## config.mk

```make
export PLATFORM = sky130hd
export DESIGN_NAME = pm_event_router
export DESIGN_NICKNAME = d
export VERILOG_FILES = /design/src/rtl/pmr_pkg.sv /design/src/rtl/pmr_status_bank.sv /design/src/rtl/pmr_smi_seq.sv /design/src/rtl/pmr_sci_route.sv /design/src/rtl/pm_event_router.sv
export SDC_FILE = /design/constraint.sdc
export NUM_CORES = 1
export LEC_CHECK = 0
export CAP_MARGIN = 20
export CORE_ASPECT_RATIO = 2
export CORE_MARGIN = 3
export CORE_UTILIZATION = 40
export DETAILED_ROUTE_END_ITERATION = 8
export MAX_ROUTING_LAYER = met4
export PLACE_DENSITY = 0.84
export SLEW_MARGIN = 30
export SYNTH_ARGS = -nofsm -noshare
export SYNTH_HDL_FRONTEND = slang
export SYNTH_SLANG_ARGS = --single-unit
```

## constraint.sdc

```tcl
create_clock -name clk -period 2 [get_ports clk]
set_clock_uncertainty 0.05 [all_clocks]
set_input_delay 0.5 -clock clk [delete_from_list [all_inputs] [get_ports clk]]
set_output_delay 0.5 -clock clk [all_outputs]
set_load 0.05 [all_outputs]
```

## src/rtl/pmr_pkg.sv

```systemverilog
package pmr_pkg;
   localparam int ADDR_W = 2;
   localparam logic [ADDR_W-1:0] A_STS   = 2'd0;
   localparam logic [ADDR_W-1:0] A_EN    = 2'd1;
   localparam logic [ADDR_W-1:0] A_CTRL  = 2'd2;
   localparam logic [ADDR_W-1:0] A_ROUTE = 2'd3;

   localparam int CTRL_MODE = 0;
   localparam int CTRL_GLB  = 1;
   localparam int CTRL_EOS  = 2;

   localparam int SEL_W    = 3;
   localparam int EXT_BASE = 4;

   typedef struct packed {
      logic             unshared;
      logic             adv;
      logic [SEL_W-1:0] sel;
   } route_t;

   localparam int ROUTE_W = $bits(route_t);
endpackage

```

## src/rtl/pmr_status_bank.sv

```systemverilog
module pmr_status_bank #(
   parameter int NUM_FIX   = 8,
   parameter int GPI_W     = 32,
   parameter int ROUTE_GPI = 16,
   localparam int NSRC     = NUM_FIX + ROUTE_GPI
) (
   input  logic             clk,
   input  logic             rst_n,
   input  logic [NUM_FIX-1:0] fix_evt,
   input  logic [GPI_W-1:0] gpi_evt,
   input  logic             sts_wr,
   input  logic             en_wr,
   input  logic [NSRC-1:0]  wdata,
   output logic [NSRC-1:0]  sts,
   output logic [NSRC-1:0]  en
);
   logic [NSRC-1:0] evt_vec;
   logic            unused_hi_gpi;

   assign evt_vec       = {gpi_evt[ROUTE_GPI-1:0], fix_evt};
   assign unused_hi_gpi = ^(gpi_evt >> ROUTE_GPI);

   for (genvar b = 0; b < NSRC; b++) begin : g_bit
      always_ff @(posedge clk or negedge rst_n) begin
         if (!rst_n) begin
            sts[b] <= 1'b0;
         end else if (evt_vec[b]) begin
            sts[b] <= 1'b1;
         end else if (sts_wr && wdata[b]) begin
            sts[b] <= 1'b0;
         end
      end
   end

   always_ff @(posedge clk or negedge rst_n) begin
      if (!rst_n)     en <= '0;
      else if (en_wr) en <= wdata;
   end
endmodule

```

## src/rtl/pmr_smi_seq.sv

```systemverilog
module pmr_smi_seq #(
   parameter int GAP_CLKS = 4,
   localparam int CW      = $clog2(GAP_CLKS + 1)
) (
   input  logic clk,
   input  logic rst_n,
   input  logic pending,
   input  logic eos_set,
   output logic smi_n,
   output logic eos
);
   logic          act_q;
   logic [CW-1:0] gap_q;

   always_ff @(posedge clk or negedge rst_n) begin
      if (!rst_n) begin
         act_q <= 1'b0;
         gap_q <= '0;
         eos   <= 1'b1;
      end else if (act_q) begin
         if (eos_set) begin
            act_q <= 1'b0;
            eos   <= 1'b1;
            gap_q <= CW'(GAP_CLKS);
         end
      end else begin
         if (gap_q != '0) gap_q <= gap_q - 1'b1;
         if (eos_set) eos <= 1'b1;
         if (pending && eos && gap_q == '0) begin
            act_q <= 1'b1;
            eos   <= 1'b0;
         end
      end
   end

   assign smi_n = ~act_q;
endmodule

```

## src/rtl/pmr_sci_route.sv

```systemverilog
module pmr_sci_route
   import pmr_pkg::*;
#(
   parameter int NUM_LEGACY = 3,
   parameter int NUM_EXT    = 4,
   localparam int NUM_PINS  = NUM_LEGACY + NUM_EXT
) (
   input  logic                clk,
   input  logic                rst_n,
   input  logic                route_wr,
   input  route_t              route_in,
   input  logic                sci_req,
   output route_t              route,
   output logic [NUM_PINS-1:0] sci_pin
);
   logic legal;

   always_comb begin
      legal = 1'b0;
      if (int'(route_in.sel) < NUM_LEGACY) legal = 1'b1;
      if (route_in.adv && int'(route_in.sel) >= EXT_BASE &&
          int'(route_in.sel) < EXT_BASE + NUM_EXT) legal = 1'b1;
   end

   always_ff @(posedge clk or negedge rst_n) begin
      if (!rst_n)                 route <= '0;
      else if (route_wr && legal) route <= route_in;
   end

   for (genvar p = 0; p < NUM_PINS; p++) begin : g_pin
      localparam int CODE = (p < NUM_LEGACY) ? p : EXT_BASE + p - NUM_LEGACY;
      logic hit;
      if (p < NUM_LEGACY) begin : g_leg
         assign hit = (route.sel == SEL_W'(CODE));
      end else begin : g_ext
         assign hit = (route.sel == SEL_W'(CODE)) && route.adv;
      end
      assign sci_pin[p] = hit ? (route.unshared ? sci_req : ~sci_req) : 1'b1;
   end
endmodule

```

## src/rtl/pm_event_router.sv

```systemverilog
module pm_event_router
   import pmr_pkg::*;
#(
   parameter int NUM_FIX    = 8,
   parameter int GPI_W      = 32,
   parameter int ROUTE_GPI  = 16,
   parameter int GAP_CLKS   = 4,
   parameter int NUM_LEGACY = 3,
   parameter int NUM_EXT    = 4,
   parameter int DATA_W     = 32,
   localparam int NSRC      = NUM_FIX + ROUTE_GPI,
   localparam int NUM_PINS  = NUM_LEGACY + NUM_EXT
) (
   input  logic                clk,
   input  logic                rst_n,
   input  logic [NUM_FIX-1:0]  fix_evt,
   input  logic [GPI_W-1:0]    gpi_evt,
   input  logic                wr_en,
   input  logic [ADDR_W-1:0]   addr,
   input  logic [DATA_W-1:0]   wr_data,
   output logic [DATA_W-1:0]   rd_data,
   output logic                smi_n,
   output logic [NUM_PINS-1:0] sci_pin
);
   if (NSRC > DATA_W) begin : g_chk_width
      $error("pm_event_router: sources exceed data width");
   end
   if (ROUTE_GPI > GPI_W || ROUTE_GPI < 1) begin : g_chk_gpi
      $error("pm_event_router: ROUTE_GPI out of range");
   end
   if (GAP_CLKS < 4) begin : g_chk_gap
      $error("pm_event_router: GAP_CLKS below minimum of 4");
   end
   if (NUM_LEGACY < 1 || NUM_LEGACY > EXT_BASE || NUM_EXT > (1 << SEL_W) - EXT_BASE) begin : g_chk_lines
      $error("pm_event_router: line counts do not fit select encoding");
   end
   if (DATA_W < ROUTE_W) begin : g_chk_dw
      $error("pm_event_router: data width too small");
   end

   logic [NSRC-1:0] sts_q, en_q;
   logic            sci_mode_q, smi_glb_q, eos_q;
   logic            any_pend, smi_pend, sci_req, eos_set;
   route_t          route_q;
   logic            unused_wd;

   assign unused_wd = ^(wr_data >> NSRC);

   pmr_status_bank #(.NUM_FIX(NUM_FIX), .GPI_W(GPI_W), .ROUTE_GPI(ROUTE_GPI)) u_bank (
      .clk(clk), .rst_n(rst_n), .fix_evt(fix_evt), .gpi_evt(gpi_evt),
      .sts_wr(wr_en && addr == A_STS), .en_wr(wr_en && addr == A_EN),
      .wdata(wr_data[NSRC-1:0]), .sts(sts_q), .en(en_q)
   );

   always_ff @(posedge clk or negedge rst_n) begin
      if (!rst_n) begin
         sci_mode_q <= 1'b0;
         smi_glb_q  <= 1'b0;
      end else if (wr_en && addr == A_CTRL) begin
         sci_mode_q <= wr_data[CTRL_MODE];
         smi_glb_q  <= wr_data[CTRL_GLB];
      end
   end

   assign any_pend = |(sts_q & en_q);
   assign smi_pend = any_pend && smi_glb_q && !sci_mode_q;
   assign sci_req  = any_pend && sci_mode_q;
   assign eos_set  = wr_en && addr == A_CTRL && wr_data[CTRL_EOS];

   pmr_smi_seq #(.GAP_CLKS(GAP_CLKS)) u_smi (
      .clk(clk), .rst_n(rst_n), .pending(smi_pend), .eos_set(eos_set),
      .smi_n(smi_n), .eos(eos_q)
   );

   pmr_sci_route #(.NUM_LEGACY(NUM_LEGACY), .NUM_EXT(NUM_EXT)) u_route (
      .clk(clk), .rst_n(rst_n), .route_wr(wr_en && addr == A_ROUTE),
      .route_in(route_t'(wr_data[ROUTE_W-1:0])), .sci_req(sci_req),
      .route(route_q), .sci_pin(sci_pin)
   );

   always_comb begin
      rd_data = '0;
      case (addr)
         A_STS:   rd_data[NSRC-1:0] = sts_q;
         A_EN:    rd_data[NSRC-1:0] = en_q;
         A_CTRL: begin
            rd_data[CTRL_MODE] = sci_mode_q;
            rd_data[CTRL_GLB]  = smi_glb_q;
            rd_data[CTRL_EOS]  = eos_q;
         end
         default: rd_data[ROUTE_W-1:0] = route_q;
      endcase
   end
endmodule

```

==> results of run 1 <==
## synth_stat cells, types with 2 or more instances
library cell | n | area share
nor3_1 | 3 | 0.0047
nor3_2 | 2 | 0.0063
nor2_1 | 33 | 0.039
buf_2 | 7 | 0.011
buf_4 | 8 | 0.019
nand2_1 | 38 | 0.045
inv_1 | 7 | 0.0083
clkbuf_1 | 3 | 0.0036
o21ai_0 | 10 | 0.016
mux2i_1 | 22 | 0.069
mux4_2 | 3 | 0.021
nand3_1 | 6 | 0.0095
a221oi_1 | 4 | 0.011
dfrtp_1 | 59 | 0.47
a21oi_1 | 6 | 0.0095
mux2_2 | 21 | 0.075
ha_1 | 2 | 0.0079
a21o_1 | 24 | 0.057
o21ai_1 | 4 | 0.0063
a22oi_1 | 11 | 0.026
nand3b_1 | 3 | 0.0071
nand2b_1 | 4 | 0.0079
mux2_1 | 6 | 0.021
## metrics by stage
step / hold WS, ns / setup slack [ns] / cells
floorplan: 0.154 / -0.446 / 312
global placement: 0.444 / -0.506 / 554
detailed placement: 0.455 / -0.537 / 554
CTS: 0.110 / -0.751 / 573
global route: 0.144 / -0.864 / 577
finish: 0.118 / -0.774 / 577
## power by group through the flow
stage | clock [uW] | combinational [uW] | sequential [uW]
6_report | 1390 | 1970 | 1590
5_1_grt | 1460 | 2080 | 1600
4_1_cts | 1420 | 1890 | 1570
3_5_place_dp | 0 | 1760 | 1580
3_3_place_gp | 0 | 1710 | 1560
2_1_floorplan | 0 | 959 | 1550
## registers in the layout (all words and copies together), names as in the netlist
name	cells
u_smi.act_q	1
u_smi.gap_q	3
u_route.route	5
u_smi.eos	1
u_bank.en	24
sci_mode_q	1
smi_glb_q	1
u_bank.sts	24
## timing repair
action | CTS | global route
gates resized for setup | 47 | 17
setup endpoints to repair | 31 | 21
pin swaps | 9 | 9
buffers inserted | 6 | 5
## critical path: cells and delay by family (launching register included)
family | cells | cell delay [ns]
and+or+nand+nor | 3 | 0.88
AOI/OAI and AO/OA | 2 | 0.29
buffers and inverters | 2 | 0.34
DFF | 1 | 0.39
## how the worst max path moves through the flow
stage	to	cells after the start	from	slack, ns
after detailed placement	sci_pin[4]	7	u_bank.sts[8]$_DFFE_PN0P_	-0.54
after floorplan	sci_pin[0]	6	u_bank.sts[8]$_DFFE_PN0P_	-0.45
final	sci_pin[4]	7	u_bank.en[11]$_DFFE_PN0P_	-0.77
after global routing	sci_pin[4]	7	u_bank.en[11]$_DFFE_PN0P_	-0.86
after global placement	sci_pin[6]	7	u_bank.en[11]$_DFFE_PN0P_	-0.51
after CTS	sci_pin[4]	7	u_bank.sts[11]$_DFFE_PN0P_	-0.75
## metal layers
layer / share of wire / vias up
met1: 0.32 / 1556
met4: 0.056 / 0
met2: 0.58 / 148
met3: 0.047 / 51
met5: 0 / -
li1: - / 1421
## final cells by class
cell class	count	area, um2	area share
Clock buffer	13	260	0.0454
Clock inverter	2	10.0	0.00175
Inverter	7	26.3	0.00458
Multi-Input combinational cell	226	2010	0.350
Sequential cell	60	1500	0.262
Tap cell	94	118	0.0205
Timing Repair Buffer	175	1810	0.316
## cells by family after synthesis
family          count (synthesis)
compound gates                 65
fa+ha+maj                       2
buf+inv                        26
flops                          60
mux                            52
other cells                     1
simple gates                   99
==> results.yml, run 1 <==
run_status:
  status: "finished with violations"
  violations: "negative setup slack"
routing:
  wl_per_cell_um: 19.2
  firstDrtPassIters: 4
  vias_per_cell: 5.50
  num_vias: 3176
  ant_nets: 0
  drt_iter0_markers: 180
  wl_mm: 11.1
  route.detailed.drc: 0
pwr:
  ir_worst_vdd_uv: 590
  pwr-share-comb: 0.398
  power.density_mw_per_mm2: 862
  power_uw: 4940
  clockPowerShare: 0.281
  p_leak_uw: 0.00238
  p_int_uw: 3260
  power.share.sequential: 0.321
  power.switching_uw: 1690
  switching_share: 0.341
floorplan:
  die_h_um: 132
  fp.dieArea_mm2: 0.00909
  start_util: 0.414
  coreArea_mm2: 0.00766
  die_width_um: 68.9
  core.rowCount: 45
  io_pins: 117
global_route:
  grt_pass1_wl_mm: 17.0
  grt_use_met2: 0.448
  grt-busiest-layer: "met2"
  first_global_vias: 3548
  grt_use_met1: 0.253
  met3_usage: 0.0589
  overflow: 0
  grt_max_degree: 30
  antenna_found_initial: 0
  grtUsageTotal: 0.262
clock_tree:
  ctsHoldBuffers: 0
  cts_tree: "yes"
  h-tree-depth: 3
  clk_pin_slew_worst_paths_ns: 0.05
  root_buffer: "clkbuf_16"
  insertion_delay_ns: 0.33
  numCtsBuffers: 9
  cts.path.max_buffers: 2
  clock-sinks: 60
logic_synthesis:
  yosysWarnings: 0
  ys_seq_area_frac: 0.474
  synth_seq_cells: 60
  postSynthAreaPerCell_um2: 10.4
  synth_compound_gate_area_share: 0.143
  synth_xor_area_frac: 0
  ys.flop_type: "dfrtp_1"
  yosys.area_share.adder: 0.00790
  synthCells: 305
  synth_top_family_by_area: "multiplexers"
  syn-cell-area_mm2: 0.00317
  synth.area.mux_share: 0.187
  synth_edf_count: 0
  async_reset_ff_frac: 1.00
  yosysUniqueCellTypes: 42
  yosys.area_share.simple: 0.144
placed_design:
  port_buffers: 84
  place_hpwl_mm: 7.75
  placed_area_mm2: 0.00511
  gp_congestion: 0.867
sta:
  fin_crit_ns: 2.77
  maxClockFrequency_mhz: 361
  fin_ws_ns: -0.774
  worst_pin_slew_ns: 0.586
  slew_viol_final: 0
  fin_tns_setup_ns: -5.47
  rsz0062_at_grt: "yes"
  maxSlewHeadroom: 0.609
  finalCritPeriodShare: 1.39
  hold_viol: 0
  setup_viol_count_final: 10
setup_path:
  max_stage_delay_ns: 0.60
  critPathMaxFanout: 5
  regToRegEndpoint: "u_smi.eos$_DFF_PN1_"
  rrSetupSlack_ns: 0.19
  r2r_start: "u_bank.en[8]$_DFFE_PN0P_"
  worstPathCellList: "a22oi_2 -> nand2_1 -> or4_4 -> nor3_2 -> buf_4 -> a221oi_4 -> buf_6"
  critPathArrivalTime_ns: 2.22
  critPathSlowestCell: "or4_4"
  startpoint_type: "register"
  critPathCaptureType: "output pin"
  worstSetupPathType: "register to output pin"
  required_ns: 1.45
  reg2reg_depth: 7
final_layout:
  nFillCells: 465
  design_area_mm2: 0.00573
  diodes: 0
  layout_common_cells: "buf_4, dfrtp_1, clkdlybuf4s50_1"
  final_layout_size_suffix_gt1_frac: 0.482
  final_common_cell: "buf_4"
  fin_nets: 558
  area_delta_synth_final_pct: 80.9
  final_core_util: 0.749
flow_run:
  cap_violations: 0
worst_hold_path:
  min_path_type: "input port to asynchronous set/reset pin"
Note: power is estimated with default switching activity, not from simulation.
==> run 2: changes to the inputs <==
- CORE_UTILIZATION: 40 -> 45
- DONT_BUFFER_PORTS: not set -> 1
- PLACE_DENSITY: 0.84 -> 0.7
==> results.yml, run 2 (synthesis gave the netlist of run 1 again) <==
final_layout:
  area_delta_synth_final_pct: 43.7
  fin_nets: 467
  fin_cells: 481
  layout_common_cells: "buf_4, dfrtp_1, nand2_1"
  reg_top3: "u_bank.en x24, u_bank.sts x24, u_route.route x5"
  final_common_cell: "buf_4"
  diodes: 0
  final_layout_size_suffix_gt1_frac: 0.430
global_route:
  antenna_found_initial: 0
  grtUsageTotal: 0.229
  first_global_vias: 2905
  grt_max_degree: 61
  grt_pass1_wl_mm: 13.8
  overflow: 0
clock_tree:
  insertion_delay_ns: 0.32
  root_buffer: "clkbuf_16"
  clock-sinks: 60
  cts.path.max_buffers: 2
  h-tree-depth: 3
  numCtsBuffers: 9
  cts_tree: "yes"
  clk_pin_slew_worst_paths_ns: 0.05
setup_path:
  worstSetupPathType: "register to output pin"
  regToRegEndpoint: "u_smi.eos$_DFF_PN1_"
  required_ns: 1.45
  critPathMaxFanout: 5
  rrSetupSlack_ns: 0.29
  r2r_start: "u_bank.en[18]$_DFFE_PN0P_"
  startpoint_type: "register"
  reg2reg_depth: 7
  critPathCaptureType: "output pin"
  critPathLaunch: "u_bank.sts[7]$_DFFE_PN0P_"
  worstSetupEndpoint: "sci_pin[1]"
  critPathArrivalTime_ns: 2.18
sta:
  finalCritPeriodShare: 1.36
  hold_ws_ns: 0.216
  hold_viol: 0
  rsz0062_at_grt: "yes"
  slew_viol_final: 0
  maxClockFrequency_mhz: 366
  fin_crit_ns: 2.73
  setup_viol_count_final: 9
  fin_ws_ns: -0.730
pwr:
  ir_worst_vdd_uv: 662
  p_int_uw: 2960
  power.switching_uw: 1470
  power.density_mw_per_mm2: 972
  p_leak_uw: 0.00193
  clockPowerShare: 0.324
  power.share.sequential: 0.355
  pwr-share-comb: 0.321
  switching_share: 0.332
worst_hold_path:
  hold_path_depth: 1
  min_path_type: "input port to register"
routing:
  ant_nets: 0
  wl_mm: 8.40
  firstDrtPassIters: 4
  wl_per_cell_um: 17.5
  drt_iter0_markers: 66
  route.detailed.drc: 0
  vias_per_cell: 5.45
  num_vias: 2621
floorplan:
  die_width_um: 65.3
  fp.dieArea_mm2: 0.00815
  coreArea_mm2: 0.00673
  core.rowCount: 42
  die_h_um: 125
  io_pins: 117
  start_util: 0.471
placed_design:
  dp.cells: 457
  port_buffers: 0
  gp_congestion: 0.925
  place_hpwl_mm: 6.26
run_status:
  status: "finished with violations"
  violations: "negative setup slack"
flow_run:
  cap_violations: 0
==> run 2: worst min path at each step <==
stage / start / to / slack (ns)
final: fix_evt[6] / u_bank.sts[6]$_DFFE_PN0P_ / 0.22
after global routing: fix_evt[4] / u_bank.sts[4]$_DFFE_PN0P_ / 0.21
after CTS: fix_evt[6] / u_bank.sts[6]$_DFFE_PN0P_ / 0.20
after detailed placement: rst_n / u_bank.sts[0]$_DFFE_PN0P_ / 0.16
after global placement: rst_n / u_bank.sts[0]$_DFFE_PN0P_ / 0.16
after floorplan: rst_n / sci_mode_q$_DFFE_PN0P_ / 0.15
==> run 2: per-stage QoR <==
step	setup TNS, ns	worst slack (ns)	instance area, um2	power (uW)	util
6_report	-5.03	-0.730	4550	4420	0.677
5_1_grt	-5.63	-0.791	4550	4660	0.677
4_1_cts	-5.15	-0.751	4490	4440	0.668
3_5_place_dp	-3.47	-0.537	4100	2920	0.610
3_3_place_gp	-3.34	-0.496	4100	2880	0.610
2_1_floorplan	-2.31	-0.446	3440	2510	-
==> run 2: final cells by class <==
| type | instances | area, um2 |
|---|---|---|
| fillers | 543 | 2170 |
| multi-input cells | 226 | 1870 |
| flip-flops and latches | 60 | 1510 |
| repair buffers | 84 | 756 |
| clock buffers | 15 | 278 |
| well taps | 88 | 110 |
| inverters | 7 | 26.3 |
| clock inverters | 1 | 5.00 |
==> run 2: timing repair <==
action / in CTS / in global routing
resized for setup: 13 / 7
endpoints found under the setup margin: 10 / 10
hold buffers: 2 / 0
hold endpoints to repair: 60 / 0
pin swaps: 7 / 3
buffers inserted: 2 / 5
==> run 2: worst max-delay path, stage by stage (launching register included) <==
cell and delay (ns):
dfrtp_1 0.38, a22oi_2 0.19, nand2_1 0.10, or4_4 0.60
buf_4 0.17, o21ai_4 0.16, o21ai_4 0.08, buf_12 0.16
==> run 2: power groups by stage <==
stage	sequential, uW	combinational (uW)	clock (uW)
floorplan	1550	959	0
global placement	1560	1310	0
detailed placement	1570	1350	0
CTS	1570	1410	1450
global route	1590	1540	1520
finish	1570	1420	1430
==> run 2: metal layers <==
metal / up-vias / share of wire / global-route usage / wire [um]
met5: - / 0 / - / 0
met4: 0 / 0.033 / 0.120 / 278
met3: 21 / 0.042 / 0.0433 / 351
met2: 74 / 0.59 / 0.412 / 4960
met1: 1292 / 0.33 / 0.223 / 2810
li1: 1234 / - / - / -
==> run 3: changes to the inputs <==
- ABC_AREA: not set -> 0
- CORE_MARGIN: 3 -> not set
==> results.yml, run 3 (synthesis gave the netlist of run 1 again) <==
run_status:
  status: "finished with violations"
  violations: "negative hold slack, negative setup slack"
routing:
  route.detailed.drc: 0
  firstDrtPassIters: 4
  drt_iter0_markers: 68
  num_vias: 2628
  wl_per_cell_um: 17.4
  ant_nets: 0
  wl_mm: 8.43
  vias_per_cell: 5.42
clock_tree:
  h-tree-depth: 3
  root_buffer: "clkbuf_16"
  clock-sinks: 60
  cts.path.max_buffers: 2
  numCtsBuffers: 9
  insertion_delay_ns: 0.32
  cts_tree: "yes"
  clk_pin_slew_worst_paths_ns: 0.05
sta:
  maxClockFrequency_mhz: 368
  finalCritPeriodShare: 1.36
  hold_ws_ns: -0.0192
  fin_crit_ns: 2.71
  hold_viol: 7
  setup_viol_count_final: 9
  slew_viol_final: 0
  rsz0062_at_grt: "yes"
  fin_ws_ns: -0.715
  fin_tns_setup_ns: -4.95
final_layout:
  nFillCells: 578
  area_delta_synth_final_pct: 44.3
  fin_nets: 469
  final_common_cell: "buf_4"
  reg_top3: "u_bank.en x24, u_bank.sts x24, u_route.route x5"
  fin_cells: 485
  final_layout_size_suffix_gt1_frac: 0.441
  diodes: 0
  layout_common_cells: "buf_4, dfrtp_1, nand2_1"
global_route:
  grt_max_degree: 61
  first_global_vias: 2753
  grt_pass1_wl_mm: 13.1
  antenna_found_initial: 0
  overflow: 0
  grtUsageTotal: 0.257
placed_design:
  port_buffers: 0
  pre_cts_ws_ns: -0.592
  dp.cells: 461
  place_hpwl_mm: 6.33
  gp_congestion: 0.914
setup_path:
  worstSetupPathType: "register to output pin"
  required_ns: 1.45
  critPathCaptureType: "output pin"
  startpoint_type: "register"
  critPathArrivalTime_ns: 2.16
  reg2reg_depth: 7
  critPathMaxFanout: 5
floorplan:
  start_util: 0.460
  die_h_um: 121
  fp.dieArea_mm2: 0.00740
  coreArea_mm2: 0.00689
  io_pins: 117
  die_width_um: 61.3
  core.rowCount: 43
flow_run:
  cap_violations: 0
worst_hold_path:
  min_path_type: "input port to asynchronous set/reset pin"
pwr:
  ir_worst_vdd_uv: 800
  p_leak_uw: 0.00192
  power.density_mw_per_mm2: 976
==> run 3: cell types whose count changed in the layout (fill, tap and decap cells not counted), sizes merged <==
| cell | previous run | this run |
|---|---|---|
| dlygate4sd3 | 1 | 0 |
| buf | 83 | 86 |
==> run 3: layout make-up <==
type	instances	area, um2	share of cell area
clock buffer	15	288	0.0629
clock inverter	1	5.00	0.00109
inverter	7	26.3	0.00574
multi-input combinational	226	1870	0.409
sequential	60	1510	0.329
tap	90	113	0.0246
timing repair buffer	86	768	0.168
==> run 3: metal layers <==
metal | global-route usage | share of wire
met5 | - | 0
met4 | 0.139 | 0.038
met3 | 0.0513 | 0.035
met2 | 0.452 | 0.59
met1 | 0.249 | 0.33
==> run 3: stage by stage <==
stage / power (uW) / area, um2 / hold slack [ns] / utilization
after floorplan: 2510 / 3440 / 0.154 / -
after global placement: 2890 / 4120 / 0.156 / 0.598
after detailed placement: 2940 / 4120 / 0.156 / 0.598
after CTS: 4500 / 4550 / 0.00155 / 0.661
after global routing: 4680 / 4570 / 0.00265 / 0.664
final: 4460 / 4570 / -0.0192 / 0.664
==> run 3: worst max-delay path: stages (launching register included) <==
cell and delay [ns]:
dfrtp_1 0.38, a22oi_2 0.23, nand2_2 0.10, or4_4 0.57, nor3_2 0.17, buf_4 0.16
a221oi_4 0.08, buf_12 0.16
==> run 3: worst paths after layout <==
kind	endpoint	slack (ns)	from
setup / recovery	sci_pin[4]	-0.71	u_bank.sts[18]$_DFFE_PN0P_
max in group asynchronous	u_route.route[2]$_DFFE_PN0P_	1.62	rst_n
setup reg to reg	u_smi.eos$_DFF_PN1_	0.34	u_bank.sts[18]$_DFFE_PN0P_
hold reg to reg	u_smi.gap_q[2]$_DFFE_PN0P_	0.49	u_smi.gap_q[2]$_DFFE_PN0P_
hold / removal	u_smi.gap_q[1]$_DFFE_PN0P_	-0.02	rst_n
min in group clk	u_bank.sts[13]$_DFFE_PN0P_	0.21	gpi_evt[5]
==> run 3: what timing repair did <==
action / CTS / global route
hold buffers: 1 / 0
hold endpoints to repair: 60 / 0
pin swaps: 6 / 2
buffers inserted: 6 / 2
setup endpoints to repair: 10 / 10
resized for setup: 16 / 3
==> run 3: power by group <==
part	total (uW)	switching, uW	leakage [uW]	internal [uW]
registers	1570	152	0.000644	1410
clock network	1470	496	0.000146	970
logic	1430	818	0.00113	615
total	4460	1470	0.00192	3000
